`src/rtl/dbgsc_pkg.sv`:
```
package dbgsc_pkg;
    parameter int DATA_W  = 32;
    parameter int INSTR_W = 32;
    localparam int FLAG_CELLS = 3;
    localparam int CHAIN_LEN  = DATA_W + INSTR_W + FLAG_CELLS;

    // Packed from the TDI end (MSB) down to the TDO end (LSB).
    typedef struct packed {
        logic [INSTR_W-1:0] instr;
        logic               brkwpt;
        logic               speed;
        logic               rsvd;
        logic [DATA_W-1:0]  data;
    } chain_t;

    typedef struct packed {
        logic [INSTR_W-1:0] instr;
        logic               brkwpt;
        logic               speed;
        logic [DATA_W-1:0]  data;
    } held_t;

    typedef enum logic [1:0] {
        OP_IDLE    = 2'd0,
        OP_CAPTURE = 2'd1,
        OP_SHIFT   = 2'd2,
        OP_UPDATE  = 2'd3
    } scan_op_e;

    function automatic scan_op_e decode_op(input logic sel, input logic cap,
                                           input logic sh, input logic upd);
        scan_op_e op;
        if (!sel)     op = OP_IDLE;
        else if (cap) op = OP_CAPTURE;
        else if (sh)  op = OP_SHIFT;
        else if (upd) op = OP_UPDATE;
        else          op = OP_IDLE;
        return op;
    endfunction

    function automatic chain_t snapshot(input logic is_write,
                                        input logic [DATA_W-1:0] rd,
                                        input logic [DATA_W-1:0] wd,
                                        input logic [INSTR_W-1:0] ins,
                                        input logic spd,
                                        input logic bw);
        chain_t c;
        c.data   = is_write ? wd : rd;
        c.rsvd   = 1'b0;
        c.speed  = spd;
        c.brkwpt = bw;
        c.instr  = ins;
        return c;
    endfunction
endpackage

```
`src/rtl/dbgsc_shift_reg.sv`:
```
module dbgsc_shift_reg
    import dbgsc_pkg::*;
(
    input  logic     tck,
    input  logic     rst,
    input  scan_op_e op,
    input  chain_t   cap_word,
    input  logic     tdi,
    output chain_t   cells
);
    localparam int LEN = CHAIN_LEN;

    logic [LEN-1:0] cells_q;

    always_ff @(posedge tck) begin
        if (rst) begin
            cells_q <= '0;
        end else begin
            unique case (op)
                OP_CAPTURE: cells_q <= cap_word;
                OP_SHIFT:   cells_q <= {tdi, cells_q[LEN-1:1]};
                default:    cells_q <= cells_q;
            endcase
        end
    end

    assign cells = chain_t'(cells_q);

    // the TDI bit lands in the far cell
    assert_tdi_entry_R3: assert property (@(posedge tck) disable iff (rst)
        (op == OP_SHIFT) |=> (cells_q[LEN-1] == $past(tdi)));

    // cells hold unless capturing or shifting
    assert_cells_hold_R8: assert property (@(posedge tck) disable iff (rst)
        (op != OP_CAPTURE && op != OP_SHIFT) |=> $stable(cells_q));
endmodule

```
`src/rtl/dbgsc_hold_reg.sv`:
```
module dbgsc_hold_reg
    import dbgsc_pkg::*;
(
    input  logic     tck,
    input  logic     rst,
    input  scan_op_e op,
    input  held_t    next_val,
    output held_t    held
);
    always_ff @(posedge tck) begin
        if (rst)                  held <= '0;
        else if (op == OP_UPDATE) held <= next_val;
    end

    // holding registers change only on an update
    assert_hold_stable_R6: assert property (@(posedge tck) disable iff (rst)
        (op != OP_UPDATE) |=> $stable(held));
endmodule

```
`src/rtl/dbgsc_cell_mux.sv`:
```
module dbgsc_cell_mux #(
    parameter int W = 1
) (
    input  logic         use_held,
    input  logic [W-1:0] live,
    input  logic [W-1:0] held,
    output logic [W-1:0] y
);
    always_comb y = use_held ? held : live;
endmodule

```
`src/rtl/dbgsc_tdo_stage.sv`:
```
module dbgsc_tdo_stage
    import dbgsc_pkg::*;
(
    input  logic     tck,
    input  logic     rst,
    input  scan_op_e op,
    input  logic     cell0,
    output logic     tdo
);
    always_ff @(negedge tck) begin
        if (rst)                 tdo <= 1'b0;
        else if (op == OP_SHIFT) tdo <= cell0;
        else                     tdo <= 1'b0;
    end

    // TDO rests at zero outside shift
    assert_tdo_idle_R8: assert property (@(negedge tck) disable iff (rst)
        (op != OP_SHIFT) |=> (tdo == 1'b0));
endmodule

```
`src/rtl/dbg_bus_scan_chain.sv`:
```
module dbg_bus_scan_chain
    import dbgsc_pkg::*;
(
    input  logic               tck,
    input  logic               rst,
    input  logic               chain_sel,
    input  logic               capture_en,
    input  logic               shift_en,
    input  logic               update_en,
    input  logic               core_drive_sel,
    input  logic               sys_drive_sel,
    input  logic               tdi,
    output logic               tdo,
    input  logic               core_is_write,
    input  logic [DATA_W-1:0]  sys_rdata,
    input  logic [DATA_W-1:0]  core_wdata,
    input  logic [INSTR_W-1:0] sys_instr,
    input  logic               sys_speed_in,
    input  logic               sys_brkwpt_in,
    output logic [DATA_W-1:0]  core_rdata,
    output logic [INSTR_W-1:0] core_instr,
    output logic               core_speed,
    output logic               core_brkwpt,
    output logic [DATA_W-1:0]  sys_wdata
);
    scan_op_e op;
    chain_t   cap_word;
    chain_t   cells;
    held_t    next_held;
    held_t    held;

    always_comb op = decode_op(chain_sel, capture_en, shift_en, update_en);

    always_comb cap_word = snapshot(core_is_write, sys_rdata, core_wdata,
                                    sys_instr, sys_speed_in, sys_brkwpt_in);

    // The reserved cell has no holding register behind it.
    always_comb begin
        next_held.data   = cells.data;
        next_held.speed  = cells.speed;
        next_held.brkwpt = cells.brkwpt;
        next_held.instr  = cells.instr;
    end

    dbgsc_shift_reg u_cells (
        .tck      (tck),
        .rst      (rst),
        .op       (op),
        .cap_word (cap_word),
        .tdi      (tdi),
        .cells    (cells)
    );

    dbgsc_hold_reg u_hold (
        .tck      (tck),
        .rst      (rst),
        .op       (op),
        .next_val (next_held),
        .held     (held)
    );

    dbgsc_tdo_stage u_tdo (
        .tck   (tck),
        .rst   (rst),
        .op    (op),
        .cell0 (cells.data[0]),
        .tdo   (tdo)
    );

    dbgsc_cell_mux #(.W(DATA_W)) u_mux_rdata (
        .use_held (core_drive_sel), .live (sys_rdata),
        .held     (held.data),      .y    (core_rdata));

    dbgsc_cell_mux #(.W(INSTR_W)) u_mux_instr (
        .use_held (core_drive_sel), .live (sys_instr),
        .held     (held.instr),     .y    (core_instr));

    dbgsc_cell_mux #(.W(1)) u_mux_speed (
        .use_held (core_drive_sel), .live (sys_speed_in),
        .held     (held.speed),     .y    (core_speed));

    dbgsc_cell_mux #(.W(1)) u_mux_brkwpt (
        .use_held (core_drive_sel), .live (sys_brkwpt_in),
        .held     (held.brkwpt),    .y    (core_brkwpt));

    dbgsc_cell_mux #(.W(DATA_W)) u_mux_wdata (
        .use_held (sys_drive_sel),  .live (core_wdata),
        .held     (held.data),      .y    (sys_wdata));

    // a capture leaves zero in the reserved cell
    assert_rsvd_zero_R4: assert property (@(posedge tck) disable iff (rst)
        (op == OP_CAPTURE) |=> (cells.rsvd == 1'b0));

    // on a write cycle the data field follows the write bus
    assert_write_capture_R2: assert property (@(posedge tck) disable iff (rst)
        (op == OP_CAPTURE && core_is_write) |=> (cells.data == $past(core_wdata)));
endmodule

```
`config.mk`:
```
export PLATFORM = sky130hd
export DESIGN_NAME = dbg_bus_scan_chain
export DESIGN_NICKNAME = d
export VERILOG_FILES = /design/src/rtl/dbgsc_pkg.sv /design/src/rtl/dbgsc_shift_reg.sv /design/src/rtl/dbgsc_hold_reg.sv /design/src/rtl/dbgsc_cell_mux.sv /design/src/rtl/dbgsc_tdo_stage.sv /design/src/rtl/dbg_bus_scan_chain.sv
export SDC_FILE = /design/constraint.sdc
export NUM_CORES = 1
export LEC_CHECK = 0
export ABC_AREA = 1
export BUFFER_PORTS_ARGS = -buffer_cell sky130_fd_sc_hd__buf_2
export CORE_AREA = 2 2 167 128
export DETAILED_ROUTE_END_ITERATION = 6
export DIE_AREA = 0 0 169 130
export PLACE_DENSITY_LB_ADDON = 0.12
export SYNTH_ARGS = -nofsm -noshare
export SYNTH_HDL_FRONTEND = slang
export SYNTH_SLANG_ARGS = --single-unit
export TNS_END_PERCENT = 10
```
`constraint.sdc`:
```
create_clock -name tck -period 4.2 [get_ports tck]
set_clock_uncertainty 0.2 [all_clocks]
set_input_delay 0.21 -clock tck [delete_from_list [all_inputs] [get_ports tck]]
set_output_delay 0.21 -clock tck [all_outputs]
set_load 0.01 [all_outputs]
```
Word-level counts from Yosys, hierarchy flattened
Cells that the tools add are included.
- word-level logic and storage cells: 23
- memories: 0
- register bits: 134
- bits in latches: 0
- bits in writable memories: 0
- bits in read-only memories: 0
- output and inout bits: 99
- mux-type cells: 11
- equal/unequal tests: 3
- $lt $le $gt $ge: 0
- add/subtract/negate cells: 0
- shift-type cells: 0
- reductions and logical operators: 2
- bitwise gates (word level): 1
- divide/modulo/power cells: 0
- $mul: 0
- operators by type and width (operator ; number):
    $pmux 67 s2 ; 1
    $mux 32 ; 4
    $mux 2 ; 4
    $eq 2x2->1 const B ; 2
    $eq 2x1->1 const B ; 1
    $mux 1 ; 2
    $reduce_bool 2->1 ; 1
    $reduce_or 2->1 ; 1
    $not 1->1 ; 1

Depth between registers and ports, before layout
Gate-level depths: netlist of run 1.
- depth after elaboration: 7
- depth in mapped cells: 12
- gate-level depth less buffers: 10

By module
A second synthesis of run 1 with hierarchy kept.
- cell total of the unflattened synthesis: 1433
- area, all modules: 8326.7 sq um
- by module, submodules not included (module ; instances ; seq. area each (sq um) ; area an instance (sq um) ; cells an instance):
    dbgsc_shift_reg ; 1 ; 1341.3 ; 3444.6 ; 576
    dbgsc_hold_reg ; 1 ; 1321.3 ; 2686.3 ; 419
    dbgsc_cell_mux (u_mux_instr ...) ; 3 ; 0.0 ; 491.7 ; 104
    dbg_bus_scan_chain ; 1 ; 0.0 ; 645.6 ; 111
    dbgsc_tdo_stage ; 1 ; 20.0 ; 45.0 ; 7
    dbgsc_cell_mux (u_mux_brkwpt ...) ; 2 ; 0.0 ; 15.0 ; 4

==> results of run 1 <==
routing by layer:
metal | vias to the layer above | share of wire | track usage
li1 | 3915 | - | -
met1 | 3360 | 0.52 | 0.282
met2 | 182 | 0.43 | 0.326
met3 | 13 | 0.038 | 0.0337
met4 | 0 | 0.0072 | 0.0483
met5 | - | 0 | 0
Yosys cell counts, drive strengths merged:
cell type,count,area [µm²]
nand2,232,871
o21ai,161,806
nor2,141,529
dfxtp,134,2680
inv,122,460
a21oi,96,480
nand3,66,330
clkbuf,43,163
buf,38,204
mux2,36,405
ha,3,37.5
clkinv,1,3.75
nor3,1,5.00
per-stage QoR:
stage                     worst slack, ns  hold WS, ns
after floorplan                     0.657        0.201
after global placement              0.555        0.263
after detailed placement            0.537        0.263
after CTS                           0.704     0.000667
after global routing                0.700       0.0302
final                               0.746       0.0132
power breakdown:
group	switching (mW)	internal, mW
registers	0.0643	1.37
clock network	0.606	0.959
logic	0.370	0.294
total	1.04	2.62
layout make-up:
cell class              count  area, µm²  share of cell area
clock inverters            14        174              0.0181
clock buffers              19        443              0.0461
well taps                 264        330              0.0344
flip-flops and latches    134       2680               0.279
multi-input cells         736       3480               0.362
inverters                 122        460              0.0480
repair buffers            308       2030               0.212
path summary, 6_finish.rpt:
path / end
worst max-delay path: tdo
worst min-delay path: u_cells.cells[2]
worst max register to register: u_tdo.tdo
worst min register to register: u_hold.held[62]
sequential cells by signal (all words and copies together), names as in the netlist:
name,flops
u_cells.cells,67
u_hold.held,66
u_tdo.tdo,1
repair_timing:
action / in CTS / in global routing
endpoints found under the hold margin: 64 / 0
hold buffers: 93 / 0
buffers inserted: 0 / 0
cells by family after synthesis:
kind of cell / Yosys count / share of synthesized area
AOI/OAI and AO/OA: 257 / 0.184
adders and majority gates: 3 / 0.00538
buffers and inverters: 204 / 0.119
DFF: 134 / 0.384
muxes: 36 / 0.0581
and+or+nand+nor: 440 / 0.249
==> results.md, run 1 <==
- Routed wire length per instance: 13.7 µm
- IO Pins: 207
- Post_cts resized: 0
- Critical path origin: u_tdo.tdo
- Antenna cells: 0
- CTS buffer count: 17
- First-pass DRT Iterations: 5
- Yosys reg bits: 134
- Via count: 7470
- CP Max Fanout: 1
- Ratio of cells with drive above 1 in the final layout: 0.215
- Worst-path cell chain: buf_2
- Die Y: 130 µm
- Deepest level of the CTS H-tree: 4
- Cell area after layout: 0.00960 mm²
- # placed instances: 1472
- Area grow syn2layout: 37.6%
- Leakage power: 4.92 nW
- Crit end category: output pin
- 1st-iter DRT viols: 430
- Power Density: 381 mW/mm²
- Root buf cell: clkbuf_16
- Initial Util: 0.339
- Tot GR Track Use: 0.201
- Port Buffers: 206
- HP Start: core_wdata[2]
- Clock Latency Late Sink: 0.41 ns
- Fin nets: 1431
- Max-cap violations: 0
- Status: complete, no violations
- Worst R2R Path Depth: 2
- Commonest non-fill, non-tap cell in the layout: nand2_1
- WP buf/inv: 1
- Mapped Nets: 1185
- Crit path kind: flip-flop to output pin
- Final Power: 3.66 mW
- Mapped Cells: 1074
- CTS tree: built
- Fill count: 2160
- Die W: 169 µm
- Post-route insts no fill: 1597
- Final Hold Viols: 0
- Unrepaired setup endpoints after global routing: no
- Post-synthesis sequential area ratio: 0.384
- Clock transition at the registers of the reported paths: 0.05 ns
- Final TNS setup: 0 ns
- Gpl congestion: 0.750
- CP max stage delay: 0.36 ns
- Area post-placement: 0.00806 mm²
- Hold-critical path depth: 5
- Slew @ Worst Pin: 1.14 ns
- Worst Hold Class: input pin to flip-flop
- Critical path depth in cells: 1
- # DRC: 0
- Slew Limit Fails: 0
- Max-slew headroom: 0.237
- Via density: 4.68
- WL final: 21900 µm
- DIE AREA: 0.0220 mm²
- Antenna violations before repair: 0
- Vias in the first global route: 6991
- Core Box Area: 0.0206 mm²
- Ys Warns: 0
- Grt ovf: 0
- Startpoint types: flip-flop
- Post-Synthesis Cell Area: 0.00698 mm²
- Slowest-stage cell, CP: dfxtp_1
- Longest Clk Path Bufs: 2
- Yosys cell types: 20
- Setup violators final: 0
- Worst Path Required: 3.79 ns
- Util after Layout: 0.466
- Sink Count: 134
- Reg2reg start: u_cells.cells[0]
- DP HPWL: 12800 µm
- Most frequent cells in the layout: nand2_1, buf_2, o21ai_0
- Peak VDD IR: 0.272 mV
- Flop-to-flop setup slack: 1.37 ns
- Largest net degree at the start of global routing: 100
- Arrival time at the worst endpoint: 3.04 ns
- First-pass GRT wire length: 35500 µm
- Row count: 46
- Crit-path leading delay family: flip-flops
- Syn Area/Cell: 6.50 µm²
- Antenna Nets Post-Route: 0
Note: power is estimated with default switching activity, not from simulation.
==> inputs of run 2 (changes only) <==
==> constraint.sdc (replaced) <==
create_clock -name tck -period 2.9 [get_ports tck]
set_clock_uncertainty 0.2 [all_clocks]
set_input_delay 0.145 -clock tck [delete_from_list [all_inputs] [get_ports tck]]
set_output_delay 0.145 -clock tck [all_outputs]
set_load 0.01 [all_outputs]
==> run 2 against run 1 <==
Compared with the run above: via count increased by 0.41%; global-route usage decreased by 0.52 points; total power increased by 40%; clock power increased by 32%; register-to-register slack got worse by 0.64 ns; critical path depth unchanged; core utilization increased by 0.61 points; final cell count increased by 1.0%; combinational power increased by 49%; non-clock buffer count increased by 16; clock-buffer cell count decreased by 2; largest power group is now sequential cells.
==> results.md, run 2 (synthesized netlist as in run 1, its figures left out) <==
- Crit end category: output pin
- Final TNS setup: 0 ns
- DP HPWL: 13500 µm
- Power Density: 526 mW/mm²
- Crit path kind: flip-flop to output pin
- Arrival time at the worst endpoint: 2.41 ns
- Crit-path leading delay family: flip-flops
- WP buf/inv: 1
- Longest Clk Path Bufs: 2
- Hold-critical path depth: 5
- WL final: 21800 µm
- Antenna Nets Post-Route: 0
- Die W: 169 µm
- Clock transition at the registers of the reported paths: 0.07 ns
- Via count: 7501
- Grt ovf: 0
- Largest net degree at the start of global routing: 100
- Clock share of power: 0.402
- Area grow syn2layout: 39.4%
- 1st-iter DRT viols: 380
- Postcts setup bufs: 0
- Critical path depth in cells: 1
- Leakage power: 4.99 nW
- Sink Count: 134
- Sequential share of power: 0.405
- Slew @ Worst Pin: 0.955 ns
- Antenna cells: 0
- Psw: 1.56 mW
- Slowest-stage cell, CP: dfxtp_1
- Combinational share of power: 0.193
- Max-slew headroom: 0.364
- Sw Ratio: 0.305
- CTS Hold Bufs: 99
- Most frequent cells in the layout: nand2_1, buf_2, o21ai_0
- Number of flip-flops in the largest register: 67
- Pint: 3.56 mW
- First-pass GRT wire length: 34900 µm
- Routed wire length per instance: 13.5 µm
- First-pass DRT Iterations: 5
- Reg2reg start: u_cells.cells[0]
- Post_cts resized: 0
- Final Hold Viols: 0
- Worst flop-to-flop path endpoint: u_tdo.tdo
- Vias in the first global route: 6929
- Hold endpoint: u_hold.held[53]
- Status: complete, no violations
- Worst Hold Class: input pin to flip-flop
- Fin nets: 1447
- Row count: 46
- Die Y: 130 µm
- Flop-to-flop setup slack: 0.73 ns
- Slew Limit Fails: 0
- Core Box Area: 0.0206 mm²
- Port Buffers: 206
- CTS buffer count: 17
- CP Max Fanout: 1
- Worst Path Required: 2.56 ns
- CTS tree: built
- CP max stage delay: 0.35 ns
- Commonest non-fill, non-tap cell in the layout: nand2_1
- Peak VDD IR: 0.300 mV
- Antenna violations before repair: 0
- Setup violators final: 0
- Clock Latency Late Sink: 0.43 ns
- Worst R2R Path Depth: 2
- Ratio of cells with drive above 1 in the final layout: 0.220
- Unrepaired setup endpoints after global routing: no
- Root buf cell: clkbuf_16
- HP Start: capture_en
- # DRC: 0
- Deepest level of the CTS H-tree: 4
- DIE AREA: 0.0220 mm²
- Worst-path cell chain: buf_2
- Max-cap violations: 0
- Final Power: 5.12 mW
- Tot GR Track Use: 0.196
- Initial Util: 0.339
- Startpoint types: flip-flop
- Gpl congestion: 0.744
- IO Pins: 207
- Via density: 4.65
## run 2: how the worst max path moves through the flow
stage	startpoint	end	slack, ns
after global routing	u_tdo.tdo	tdo	0.1
final	u_tdo.tdo	tdo	0.15
after floorplan	chain_sel	u_tdo.tdo	0.07
after detailed placement	shift_en	u_tdo.tdo	0.21
after global placement	shift_en	u_tdo.tdo	0.21
after CTS	u_tdo.tdo	tdo	0.13
## run 2: area by class of cell
type	instances	area (µm²)
clock inverter	16	133
sequential	134	2680
tap	264	330
inverter	122	460
fill	2148	10900
multi-input combinational	736	3480
timing repair buffer	324	2220
clock buffer	17	425
## run 2: power by group through the flow
stage	Sequential, mW	Combinational [mW]	Clock (mW)
2_1_floorplan	2.09	0.569	0.00432
3_3_place_gp	2.11	0.857	0.00432
3_5_place_dp	2.11	0.860	0.00432
4_1_cts	2.07	0.992	2.10
5_1_grt	2.09	1.11	2.19
6_report	2.07	0.989	2.06
## run 2: worst register-to-register path, delay by kind of cell, from the launching register on
| family | cells | cell delay (ns) |
|---|---|---|
| flip-flops | 1 | 0.31 |
| AND/OR/NAND/NOR | 2 | 0.13 |
## run 2: routing by layer
layer	GRT usage	routed length (µm)	up-vias
li1	-	-	3946
met1	0.277	11300	3354
met2	0.306	9230	180
met3	0.0309	931	21
met4	0.0674	289	0
met5	0	0	-
## run 2: stage by stage
stage / utilization / instance area [µm²] / setup WS (ns) / hold slack, ns / std cells
finish: 0.472 / 9730 / 0.148 / 0.245 / 1613
global route: 0.472 / 9730 / 0.0953 / 0.272 / 1613
CTS: 0.472 / 9730 / 0.127 / 0.233 / 1613
detailed placement: 0.397 / 8180 / 0.212 / 0.253 / 1482
global placement: 0.397 / 8180 / 0.210 / 0.251 / 1482
floorplan: - / 6980 / 0.0720 / 0.136 / 1074
==> inputs of run 3 (changes only) <==
--- a/config.mk
+++ b/config.mk
@@ -5,7 +5,6 @@
 export SDC_FILE = /design/constraint.sdc
 export NUM_CORES = 1
 export LEC_CHECK = 0
-export ABC_AREA = 1
 export BUFFER_PORTS_ARGS = -buffer_cell sky130_fd_sc_hd__buf_2
 export CORE_AREA = 2 2 167 128
 export DETAILED_ROUTE_END_ITERATION = 6
@@ -14,4 +13,4 @@
 export SYNTH_ARGS = -nofsm -noshare
 export SYNTH_HDL_FRONTEND = slang
 export SYNTH_SLANG_ARGS = --single-unit
-export TNS_END_PERCENT = 10
+export TNS_END_PERCENT = 1
==> run 3 against run 2 <==
Compared with the run above: first-iteration DRC count fell by 40%; combinational power fell by 10%; non-clock buffer count fell by 5; total power rose by 2.2%; core utilization rose by 0.60 points; highest routed layer unchanged.
==> results.md, run 3 <==
- HP Start: rst
- Power Density: 531 mW/mm²
- 1st-iter DRT viols: 227
- Hold-critical path depth: 3
- Commonest non-fill, non-tap cell in the layout: buf_2
- Synth Area in Compound Gates: 0.105
- Slew @ Worst Pin: 0.780 ns
- Final Hold Viols: 0
- Critical path origin: u_tdo.tdo
- Gpl congestion: 0.717
- Vias in the first global route: 5988
- Grt ovf: 0
- First-pass GRT wire length: 30400 µm
- Mux cell area share after synthesis: 0.345
- Largest family of logic cells by synthesized area: multiplexers
- Port Buffers: 206
- Peak VDD IR: 0.390 mV
- Longest Clk Path Bufs: 2
- CP Max Fanout: 1
- Most frequent cells in the layout: buf_2, dfxtp_1, mux2i_1
- Yosys reg bits: 134
- Ys Warns: 0
- Post-synthesis sequential area ratio: 0.381
- Sink Count: 134
- Via density: 4.88
- Core Box Area: 0.0206 mm²
- IO Pins: 207
- Final TNS setup: 0 ns
- WL final: 18600 µm
- Arrival time at the worst endpoint: 2.31 ns
- Deepest level of the CTS H-tree: 4
- Crit-path leading delay family: flip-flops
- Mapped Nets: 785
- Via count: 5972
- Leakage power: 4.06 nW
- Antenna Nets Post-Route: 0
- Util after Layout: 0.478
- Die W: 169 µm
- Worst flop-to-flop path endpoint: u_tdo.tdo
- Area post-placement: 0.00823 mm²
- Row count: 46
- Worst Hold Class: input pin to flip-flop
- Post-route insts no fill: 1225
- Count leader, synth: dfxtp_1
- Crit end category: output pin
- Worst slack, placed: 0.176 ns
- Slew Limit Fails: 0
- Setup violators final: 0
- Async set-reset flop share out of synthesis: 0
- Worst Path Required: 2.56 ns
- Die Y: 130 µm
- Syn Area/Cell: 10.4 µm²
- Unrepaired setup endpoints after global routing: no
- Crit path kind: flip-flop to output pin
- Final Power: 5.23 mW
- Yosys cell types: 25
- Ratio of cells with drive above 1 in the final layout: 0.431
- Startpoint types: flip-flop
- Post-Synthesis Cell Area: 0.00704 mm²
- Ys flop type: dfxtp_1
- # placed instances: 1094
- Tot GR Track Use: 0.171
- CP max stage delay: 0.30 ns
- Largest net degree at the start of global routing: 72
- Post-synth top cells: dfxtp_1, mux2i_1, nor2_1
- Area leader, netlist: dfxtp_1
- Slowest-stage cell, CP: dfxtp_1
- CTS buffer count: 17
- Flop-to-flop setup slack: 0.70 ns
- Xor/xnor share of the synthesized area: 0
- Reg2reg start: u_cells.cells[0]
- DIE AREA: 0.0220 mm²
- Synth top area share: 0.381
- Cell area after layout: 0.00985 mm²
- Max-slew headroom: 0.480
- Number of flops mapped to enable cells by yosys: 0
- Number of flip-flops in the largest register: 67
- DP HPWL: 12100 µm
- Fin nets: 1059
- Worst R2R Path Depth: 2
- Root buf cell: clkbuf_16
- Ranking of synthesized cells by area: dfxtp_1, mux2i_1, mux2_2
- Antenna cells: 0
- Final setup margin: 0.242 ns
- Routed wire length per instance: 15.2 µm
- Adder-cell share of the synthesized area: 0.00534
- Max-cap violations: 0
- Synth Area in Simple Gates: 0.118
- Postcts setup bufs: 0
- Area grow syn2layout: 40.0%
- Initial Util: 0.341
- Minimum hold slack: 0.181 ns
- Clock transition at the registers of the reported paths: 0.06 ns
- WP buf/inv: 1
- CTS tree: built
- Status: complete, no violations
- Worst-path cell chain: buf_2
- # DRC: 0
- Clock Latency Late Sink: 0.42 ns
- Antenna violations before repair: 0
- First-pass DRT Iterations: 4
- Mapped Cells: 674
- Hold endpoint: u_hold.held[1]
==> run 3: cell count changes in the layout (fill, tap and decap cells not counted), moves of 65 or more <==
cell     delta
nand3_1    -65
mux2i_1   +132
o21ai_0   -142
a21oi_1    -95
inv_1     -118
nand2_1   -199
==> run 3: logic make-up after synthesis <==
logic type,after synthesis
and+or+nand+nor,173
muxes,230
DFF,134
adders and majority gates,3
AOI/OAI and AO/OA,69
buffers and inverters,65
==> run 3: metal layers <==
metal,track usage,wire [µm],up-vias
li1,-,-,3003
met1,0.227,9170,2826
met2,0.285,8520,130
met3,0.0361,719,13
met4,0.0478,182,0
met5,0,0,-
==> run 3: worst max path at each step <==
stage                     end  slack [ns]  cells after the start
floorplan           u_tdo.tdo        0.01                      7
global placement    u_tdo.tdo        0.24                      6
detailed placement  u_tdo.tdo        0.18                      6
CTS                       tdo        0.23                      1
global route              tdo        0.20                      1
finish                    tdo        0.24                      1
==> run 3: worst register-to-register path: cells and delay by family (launching register included) <==
family / cells / cell delay, ns
DFF: 1 / 0.37
and+or+nand+nor: 2 / 0.15
==> run 3: area by class of cell <==
cell class                      count  area [µm²]
Tap cell                          264         330
Multi-Input combinational cell    475        4050
Fill cell                        1961       10800
Timing Repair Buffer              319        2150
Clock buffer                       18         429
Clock inverter                     15         200
Sequential cell                   134        2680
==> run 3: power by group <==
group / internal (mW) / switching (mW) / total, mW
clock network: 1.45 / 0.866 / 2.32
registers: 1.95 / 0.0773 / 2.02
logic: 0.466 / 0.425 / 0.890
total: 3.86 / 1.37 / 5.23
==> run 3: repair_timing <==
action / in CTS / in global routing
endpoints found under the hold margin: 66 / 0
hold buffers: 99 / 0
gates resized for setup: 0 / 0
